`src/rtl/seb_pkg.sv`:
```
package seb_pkg;
  typedef enum logic [1:0] {
    SEB_IDLE   = 2'd0,
    SEB_WINDOW = 2'd1,
    SEB_ERASE  = 2'd2
  } seb_state_e;
endpackage

```
`src/rtl/seb_window_timer.sv`:
```
module seb_window_timer #(
  parameter int WIN_TICKS = 80
) (
  input  logic clk,
  input  logic rst_n,
  input  logic run,
  input  logic restart,
  input  logic tick,
  output logic expire
);
  localparam int CW = $clog2(WIN_TICKS + 1);
  localparam logic [CW-1:0] LAST = CW'(WIN_TICKS - 1);

  logic [CW-1:0] cnt;

  assign expire = run && !restart && tick && (cnt == LAST);

  always_ff @(posedge clk or negedge rst_n) begin
    if (!rst_n) begin
      cnt <= '0;
    end else if (restart || !run) begin
      cnt <= '0;
    end else if (tick && !expire) begin
      cnt <= cnt + 1'b1;
    end
  end
endmodule

```
`src/rtl/seb_mask_bank.sv`:
```
module seb_mask_bank #(
  parameter int SECTORS = 8
) (
  input  logic                       clk,
  input  logic                       rst_n,
  input  logic                       set_en,
  input  logic [$clog2(SECTORS)-1:0] set_sel,
  input  logic                       clear,
  output logic [SECTORS-1:0]         mask
);
  localparam int SW = $clog2(SECTORS);

  for (genvar i = 0; i < SECTORS; i++) begin : g_bit
    logic hit;
    assign hit = set_en && (set_sel == SW'(i));
    always_ff @(posedge clk or negedge rst_n) begin
      if (!rst_n) begin
        mask[i] <= 1'b0;
      end else if (clear) begin
        mask[i] <= 1'b0;
      end else if (hit) begin
        mask[i] <= 1'b1;
      end
    end
  end
endmodule

```
`src/rtl/seb_seq_ctrl.sv`:
```
module seb_seq_ctrl
  import seb_pkg::*;
(
  input  logic clk,
  input  logic rst_n,
  input  logic req_vld,
  input  logic wr_edge,
  input  logic other_cmd,
  input  logic erase_done,
  input  logic expire,
  output logic accept,
  output logic clear,
  output logic restart,
  output logic run,
  output logic window_open,
  output logic erase_active,
  output logic start_pulse,
  output logic abort_pulse
);
  seb_state_e state, state_nx;
  logic in_win, cancel, fire, finish;

  assign in_win  = (state == SEB_WINDOW);
  assign cancel  = in_win && other_cmd;
  assign accept  = req_vld && ((state == SEB_IDLE) || (in_win && !other_cmd));
  assign restart = accept || (in_win && wr_edge);
  assign run     = in_win;
  assign fire    = in_win && !other_cmd && expire;
  assign finish  = (state == SEB_ERASE) && erase_done;
  assign clear   = cancel || finish;

  always_comb begin
    state_nx = state;
    unique case (state)
      SEB_IDLE:   if (accept) state_nx = SEB_WINDOW;
      SEB_WINDOW: begin
        if (cancel)    state_nx = SEB_IDLE;
        else if (fire) state_nx = SEB_ERASE;
      end
      SEB_ERASE:  if (finish) state_nx = SEB_IDLE;
      default:    state_nx = SEB_IDLE;
    endcase
  end

  always_ff @(posedge clk or negedge rst_n) begin
    if (!rst_n) begin
      state       <= SEB_IDLE;
      start_pulse <= 1'b0;
      abort_pulse <= 1'b0;
    end else begin
      state       <= state_nx;
      start_pulse <= fire;
      abort_pulse <= cancel;
    end
  end

  assign window_open  = in_win;
  assign erase_active = (state == SEB_ERASE);
endmodule

```
`src/rtl/sector_erase_batcher.sv`:
```
module sector_erase_batcher #(
  parameter int SECTORS   = 8,
  parameter int WIN_TICKS = 80,
  localparam int SW       = $clog2(SECTORS)
) (
  input  logic               clk,
  input  logic               rst_n,
  input  logic               tick_us,
  input  logic               req_vld,
  input  logic [SW-1:0]      req_sector,
  input  logic               wr_edge,
  input  logic               other_cmd,
  input  logic               erase_done,
  output logic [SECTORS-1:0] sector_mask,
  output logic               window_open,
  output logic               erase_active,
  output logic               erase_start,
  output logic               abort_read
);
  logic accept, clear, restart, run, expire;

  seb_seq_ctrl u_ctrl (
    .clk          (clk),
    .rst_n        (rst_n),
    .req_vld      (req_vld),
    .wr_edge      (wr_edge),
    .other_cmd    (other_cmd),
    .erase_done   (erase_done),
    .expire       (expire),
    .accept       (accept),
    .clear        (clear),
    .restart      (restart),
    .run          (run),
    .window_open  (window_open),
    .erase_active (erase_active),
    .start_pulse  (erase_start),
    .abort_pulse  (abort_read)
  );

  seb_window_timer #(.WIN_TICKS(WIN_TICKS)) u_timer (
    .clk     (clk),
    .rst_n   (rst_n),
    .run     (run),
    .restart (restart),
    .tick    (tick_us),
    .expire  (expire)
  );

  seb_mask_bank #(.SECTORS(SECTORS)) u_mask (
    .clk     (clk),
    .rst_n   (rst_n),
    .set_en  (accept),
    .set_sel (req_sector),
    .clear   (clear),
    .mask    (sector_mask)
  );
endmodule

```
`config.mk`:
```
export PLATFORM = sky130hd
export DESIGN_NAME = sector_erase_batcher
export DESIGN_NICKNAME = d
export VERILOG_FILES = /design/src/rtl/seb_pkg.sv /design/src/rtl/seb_window_timer.sv /design/src/rtl/seb_mask_bank.sv /design/src/rtl/seb_seq_ctrl.sv /design/src/rtl/sector_erase_batcher.sv
export SDC_FILE = /design/constraint.sdc
export NUM_CORES = 1
export LEC_CHECK = 0
export ABC_AREA = 1
export ABC_CLOCK_PERIOD_IN_PS = 2050
export BUFFER_PORTS_ARGS = -buffer_cell sky130_fd_sc_hd__buf_2
export CAP_MARGIN = 20
export CORE_UTILIZATION = 30
export DETAILED_ROUTE_END_ITERATION = 10
export GPL_TIMING_DRIVEN = 0
export HOLD_SLACK_MARGIN = 0.02
export PLACE_DENSITY = 0.57
export SKIP_CTS_REPAIR_TIMING = 1
export SYNTH_ARGS = -nofsm -noshare
export SYNTH_HDL_FRONTEND = slang
export SYNTH_HIERARCHICAL = 1
export SYNTH_SLANG_ARGS = --single-unit
```
`constraint.sdc`:
```
create_clock -name clk -period 2.05 [get_ports clk]
set_input_delay 0.1025 -clock clk [delete_from_list [all_inputs] [get_ports clk]]
set_output_delay 0.1025 -clock clk [all_outputs]
set_load 0.05 [all_outputs]
```
==> results of run 1 <==
-- cells in the mapped netlist --
master,number,area (µm²)
sky130_fd_sc_hd__a21oi_1,5,25.02
sky130_fd_sc_hd__nor3b_1,1,7.510
sky130_fd_sc_hd__nand2_1,36,135.1
sky130_fd_sc_hd__a21oi_2,6,52.55
sky130_fd_sc_hd__nand4_1,2,12.51
sky130_fd_sc_hd__buf_4,1,7.510
sky130_fd_sc_hd__inv_1,21,78.83
sky130_fd_sc_hd__nor2_1,8,30.03
sky130_fd_sc_hd__o21ai_0,1,5.000
sky130_fd_sc_hd__nand3_1,13,65.06
sky130_fd_sc_hd__o21ai_1,2,10.01
sky130_fd_sc_hd__dfrtp_1,19,475.5
sky130_fd_sc_hd__nor2_4,3,33.78
sky130_fd_sc_hd__inv_2,7,26.28
sky130_fd_sc_hd__buf_2,1,5.000
sky130_fd_sc_hd__nand3_2,1,10.01
sky130_fd_sc_hd__nor3_1,2,10.01
sky130_fd_sc_hd__clkbuf_2,1,5.000
sky130_fd_sc_hd__o21bai_1,1,7.510
sky130_fd_sc_hd__xor2_1,1,8.760
sky130_fd_sc_hd__nor2_2,3,18.77
sky130_fd_sc_hd__ha_1,1,12.51
sky130_fd_sc_hd__nand2_4,1,11.26
-- power by group through the flow --
stage | logic (W) | clock network, W | registers, W
after detailed placement | 0.000261 | 0 | 0.000432
after global placement | 0.000260 | 0 | 0.000430
after floorplan | 0.000108 | 0 | 0.000517
final | 0.000262 | 0.000187 | 0.000424
after CTS | 0.000262 | 0.000200 | 0.000424
after global routing | 0.000284 | 0.000212 | 0.000428
-- stage by stage --
step	utilization (%)	std cells
after floorplan	-	137
final	37.24	209
after detailed placement	36.16	204
after global routing	37.24	209
after CTS	36.94	208
after global placement	36.16	204
-- routing by layer --
layer	wire, µm	up-vias	part of all wire, %
met5	0	-	0
met4	19	0	0.94
met3	59	2	2.9
met2	915	19	45
met1	1029	388	51
li1	-	474	-
-- critical path: cells and delay by family (launching register included) --
family                 cells  cell delay, ps
AND/OR/NAND/NOR            8             600
buffers and inverters      2             330
flip-flops                 1             440
-- path summary, 6_finish.rpt --
check / start / to / slack, ps / depth (start not counted)
max: u_ctrl/state[0] / u_timer/cnt[5] / 620 / 10
max in group asynchronous: rst_n / u_mask/mask[3] / 1470 / 2
min in group asynchronous: rst_n / u_timer/cnt[3] / 280 / 2
min reg2reg: u_mask/mask[4] / u_mask/mask[4] / 520 / 2
max reg2reg: u_ctrl/state[0] / u_timer/cnt[5] / 620 / 10
min: erase_done / u_ctrl/state[1] / 50 / 4
-- registers in the layout (all words and copies together), names as in the netlist --
| register | count |
|---|---|
| u_timer/cnt | 7 |
| u_mask/mask | 8 |
| u_ctrl/abort_pulse | 1 |
| u_ctrl/start_pulse | 1 |
| u_ctrl/state | 2 |
-- layout make-up --
cell class | instances | area [µm²]
fill | 375 | 2111
sequential | 19 | 475.5
multi-input combinational | 87 | 455.4
timing repair buffer | 22 | 115.1
inverter | 28 | 105.1
tap | 46 | 57.56
clock buffer | 4 | 26.28
buffer | 3 | 17.52
-- kinds of logic after synthesis --
family          Yosys count
simple gates             70
fa+ha+maj                 1
buf+inv                  31
flops                    19
compound gates           15
xor+xnor                  1
==> results by group, run 1 <==
Routing
  – Drt drc: 0
  – Final antenna-violating net count: 0
  – Total iterations of the first detailed-routing run: 4
  – Via count: 883
  – First-iteration detailed-routing DRC count: 31
  – Total Routed Length: 2023 µm
  – Via density: 4.225
  – Routed wirelength normalized by instance count: 9.679 µm

Timing
  – Actual slew at the worst max-slew pin: 431.0 ps
  – Post-route clock period utilization: 69.99%
  – Clock skew after layout: 3.954 ps
  – Worst Hold Slack: 50.89 ps
  – Slew HR: 71.27%
  – Max-slew violation count: 0
  – Hold Violations, Final: 0
  – Endpoints failing setup: 0
  – Minimum clock period: 1435 ps
  – Accumulated negative setup slack: 0 ps
  – Max Clock Freq: 0.6969 GHz
  – Worst Slack Setup Final: 615.1 ps
  – Setup repair after global routing missed its margin: false

Power and ir drop
  – Switching Power: 0.0003234 W
  – Int Pwr: 0.0005492 W
  – PD cells: 696.7 mW/mm²
  – Switching Share: 37.06%
  – Pleak: 0.6780 nW
  – Comb power frac: 30.0%
  – Total design power: 0.0008726 W
  – Part of the total power dissipated in sequential elements: 48.6%
  – Worst-case vdd ir drop: 260.6 µV
  – Clk network pwr share: 21.5%

GRT
  – Peak-usage layer in the global routing report: met2
  – First-pass GRT wire length: 3360 µm
  – Total global routing track utilization: 11.92%
  – Met1 capacity usage during global routing: 17.58%
  – Met2 usage: 17.70%
  – Number of global-route vias before repair: 765
  – Pin count of the biggest net entering global routing: 20
  – Congestion Overflow GR: 0
  – Initial antenna violation count: 0
  – Met3 capacity usage during global routing: 1.891%

Logic synthesis
  – Dominant combinational cell family by area after synthesis: simple AND/OR/NAND/NOR gates
  – Cell Area, Synth: 0.001054 mm²
  – Number of distinct library cells after synthesis: 23
  – Number of flip-flops and latches in the synthesized netlist: 19
  – Compound-gate portion of the synthesized area: 9.501%
  – Total number of yosys warnings: 6
  – Cells after synthesis: 137
  – Share of synthesized area spent on multiplexers: 0%
  – Sequential-to-total area share from yosys stat: 45.13%
  – Adder-cell share of the synthesized area: 1.188%
  – Mean Syn Cell Area: 7.690 µm²
  – Fraction of synthesized cell area in xor and xnor cells: 0.8314%
  – Post-Synthesis Net Count: 148
  – Post-Synth Simple-Gate Area: 31.71%

Worst setup path
  – Kind of end point of the critical path: flop
  – Max FO, Critical Path: 10
  – Critical path type: reg2reg
  – Endpoint required time on the critical path: 2290 ps
  – Kind of launch point of the worst setup path: flop
  – Slowest cell delay on critical path: 440 ps
  – Ordered cell list for the critical path: inv_2 -> nor2_4 -> nand2_1 -> nand2_1 -> nor2_4 -> buf_2 -> nand2_1 -> nor2_1 -> nand2_1 -> nand2_1
  – Critical-path top delay cell: sky130_fd_sc_hd__dfrtp_1
  – Signal arrival time at the worst endpoint: 1670 ps
  – Most used cell, CP: sky130_fd_sc_hd__nand2_1

Final layout
  – Inserted Diodes: 0
  – Net count, final: 175
  – Commonest non-fill, non-tap cells in the layout: sky130_fd_sc_hd__nand2_1, sky130_fd_sc_hd__buf_2, sky130_fd_sc_hd__inv_1
  – Layout cells sized above 1: 29.45%
  – Area Overhead vs Synth: 18.88%
  – Final cell area excluding filler cells: 0.001252 mm²
  – Most frequent standard cell in the layout excluding fill and tap cells: sky130_fd_sc_hd__nand2_1

Flow run
  – Count of max-cap constraint violations: 0

Placement
  – Post-DP HPWL: 1565 µm
  – Number of buffer cells added on primary ports: 21
  – Place WS: 630.3 ps
  – Post-Place Cell Area: 0.001216 mm²
  – Final weighted congestion in routability-driven placement: 0.7765

Worst hold path
  – Worst Hold Class: in2reg

Clock network
  – Clock buffers created by TritonCTS: 3
  – Clock net sink count: 19
  – CTS Root Cell: sky130_fd_sc_hd__clkbuf_4
  – Buffer levels on the longest clock path: 2
  – Number of levels the H-tree was split into: 1
  – Clock tree from TritonCTS: done
  – Clock transition at the registers of the reported paths: 110 ps
  – Later-pin clock latency in the skew report: 290 ps

Die
  – Floorplan die height: 61.26 µm
  – Placeable core region: 0.003363 mm²
  – Area of the die: 0.003753 mm²
  – I/O pins: 22
  – Overall die width: 61.26 µm
  – Row Count: 21
  – Starting utilization of the core area: 31.32%

Status
  – Outcome: complete, no violations
(Power assumes the default switching activity.)
==> run 2: changes to the inputs <==
ABC_CLOCK_PERIOD_IN_PS = 1370   (was 2050)
clock period = 1.37 ns   (was 2.05 ns; I/O delays follow)
==> results by group, run 2 (synthesis gave the netlist of run 1 again) <==
Status
  – Outcome: complete, no violations

Clock network
  – Clock tree from TritonCTS: done
  – Clock net sink count: 19
  – Number of levels the H-tree was split into: 1
  – CTS Root Cell: sky130_fd_sc_hd__clkbuf_4
  – Clock transition at the registers of the reported paths: 100 ps
  – Buffer levels on the longest clock path: 2
  – Clock buffers created by TritonCTS: 3
  – Later-pin clock latency in the skew report: 290 ps

Final layout
  – Flip-flop count of the largest register after layout: 8
  – # fillers: 373
  – Final std cells w/o fill: 216
  – Register bank with the most flops: u_mask/mask
  – Net count, final: 182
  – Top Registers: u_mask/mask x8, u_timer/cnt x7, u_ctrl/state x2
  – Final cell area excluding filler cells: 0.001386 mm²
  – Area Overhead vs Synth: 31.59%
  – Layout cells sized above 1: 41.76%
  – Commonest non-fill, non-tap cells in the layout: sky130_fd_sc_hd__nand2_1, sky130_fd_sc_hd__buf_2, sky130_fd_sc_hd__inv_1
  – Inserted Diodes: 0
  – Most frequent standard cell in the layout excluding fill and tap cells: sky130_fd_sc_hd__nand2_1

Placement
  – Number of buffer cells added on primary ports: 21
  – Place WS: -77.30 ps
  – Final weighted congestion in routability-driven placement: 0.8387
  – Post-DP HPWL: 1598 µm
  – Post-Place Cell Area: 0.001221 mm²
  – Cells after DPL: 204

Worst hold path
  – Hold Path Depth: 3
  – Worst Hold Class: in2reg
  – Endpoint, Worst Hold: u_ctrl/state[0]
  – Critical hold path startpoint: req_vld

Timing
  – Worst Slack Setup Final: 25.69 ps
  – Slew HR: 71.49%
  – Actual slew at the worst max-slew pin: 427.6 ps
  – Clock skew after layout: 2.246 ps
  – Post-route clock period utilization: 98.12%
  – Max-slew violation count: 0
  – Hold Violations, Final: 0
  – Minimum clock period: 1344 ps
  – Max Clock Freq: 0.7439 GHz
  – Setup repair after global routing missed its margin: true
  – Endpoints failing setup: 0

Die
  – Starting utilization of the core area: 31.32%
  – Overall die width: 61.26 µm
  – Area of the die: 0.003753 mm²
  – I/O pins: 22
  – Floorplan die height: 61.26 µm
  – Row Count: 21
  – Placeable core region: 0.003363 mm²

Worst setup path
  – Endpoint required time on the critical path: 1560 ps
  – Slowest cell delay on critical path: 410 ps
  – Length in cells of the worst reg-to-reg path: 9
  – Worst setup slack for register-to-register paths: 30 ps
  – Signal arrival time at the worst endpoint: 1530 ps
  – Kind of launch point of the worst setup path: flop
  – Ordered cell list for the critical path: inv_2 -> nor2_4 -> inv_2 -> nor2_4 -> nand3_4 -> inv_2 -> inv_2 -> nand3_2 -> nand2_1
  – Critical path type: reg2reg
  – Max FO, Critical Path: 6
  – Reg2Reg Capture Point: u_ctrl/state[0]
  – Critical-path top delay cell: sky130_fd_sc_hd__dfrtp_2
  – Origin of the critical flop-to-flop path: u_ctrl/state[0]
  – Most used cell, CP: sky130_fd_sc_hd__inv_2
  – Kind of end point of the critical path: flop

Routing
  – Total iterations of the first detailed-routing run: 4
  – Routed wirelength normalized by instance count: 9.917 µm
  – Via count: 933
  – Total Routed Length: 2142 µm
  – Via density: 4.319
  – First-iteration detailed-routing DRC count: 22
  – Final antenna-violating net count: 0
  – Drt drc: 0

Power and ir drop
  – Pleak: 0.7071 nW
  – Total design power: 0.001368 W
  – Worst-case vdd ir drop: 492.3 µV
  – PD cells: 986.9 mW/mm²

GRT
  – Total global routing track utilization: 11.89%
  – Initial antenna violation count: 0
  – Pin count of the biggest net entering global routing: 20
  – Number of global-route vias before repair: 783
  – Congestion Overflow GR: 0
  – First-pass GRT wire length: 3298 µm

Flow run
  – Count of max-cap constraint violations: 0
==> run 2: cell count changes in the layout (fill, tap and decap cells not counted), moves of 2 or more <==
cell	delta
sky130_fd_sc_hd__buf_4	+5
sky130_fd_sc_hd__nand3_1	-5
sky130_fd_sc_hd__dfrtp_2	+2
sky130_fd_sc_hd__inv_2	+3
sky130_fd_sc_hd__clkbuf_4	+2
sky130_fd_sc_hd__nand2_2	+3
sky130_fd_sc_hd__nand3_2	+4
sky130_fd_sc_hd__nand2_1	-3
sky130_fd_sc_hd__inv_1	-3
sky130_fd_sc_hd__dfrtp_1	-2
==> run 2: power by group <==
| part | switching [W] | internal (W) | total (W) | leakage (nW) |
|---|---|---|---|---|
| combinational | 0.000312 | 0.000145 | 0.000457 | 0.439 |
| clock | 0.000161 | 0.000113 | 0.000274 | 0.0150 |
| sequential | 0.0000294 | 0.000607 | 0.000636 | 0.253 |
| total | 0.000503 | 0.000865 | 0.00137 | 0.707 |
==> run 2: final cells by class <==
type | count | area, µm² | share of cell area, %
Tap cell | 46 | 57.56 | 4.152
Buffer | 3 | 23.77 | 1.715
Inverter | 28 | 105.1 | 7.581
Sequential cell | 19 | 478.0 | 34.48
Clock buffer | 4 | 26.28 | 1.895
Multi-Input combinational cell | 87 | 523.0 | 37.73
Timing Repair Buffer | 29 | 172.7 | 12.45
==> run 2: metal layers <==
layer / share of wire (%) / global-route usage, % / wire length [µm]
met5: 0 / 0 / 0
met4: 0 / 2.922 / 0
met3: 2.7 / 3.151 / 58
met2: 49 / 19.57 / 1044
met1: 49 / 15.52 / 1039
==> run 2: how the worst max path moves through the flow <==
stage | from | endpoint | slack [ps] | cells after the start
floorplan | u_ctrl/state[1] | u_mask/mask[0] | 70 | 6
CTS | u_ctrl/state[0] | u_ctrl/start_pulse | -110 | 9
global placement | u_ctrl/state[0] | u_ctrl/state[0] | -80 | 10
detailed placement | u_ctrl/state[0] | u_timer/cnt[5] | -80 | 10
global route | u_ctrl/state[0] | u_timer/cnt[4] | -70 | 8
finish | u_ctrl/state[0] | u_ctrl/state[0] | 30 | 9
==> run 2: critical path, delay by kind of cell, from the launching register on <==
family	cells	cell delay, ps
AND/OR/NAND/NOR	5	570
buffers and inverters	4	260
flip-flops	1	410
==> run 2: stage by stage <==
step	utilization, %	setup TNS [ps]	hold WS [ps]
final	41.22	0	35.19
after detailed placement	36.31	-414.2	34.72
after CTS	37.09	-735.9	-293.9
after global placement	36.31	-268.3	27.30
after floorplan	-	0	-227.1
after global routing	41.22	-553.4	30.23
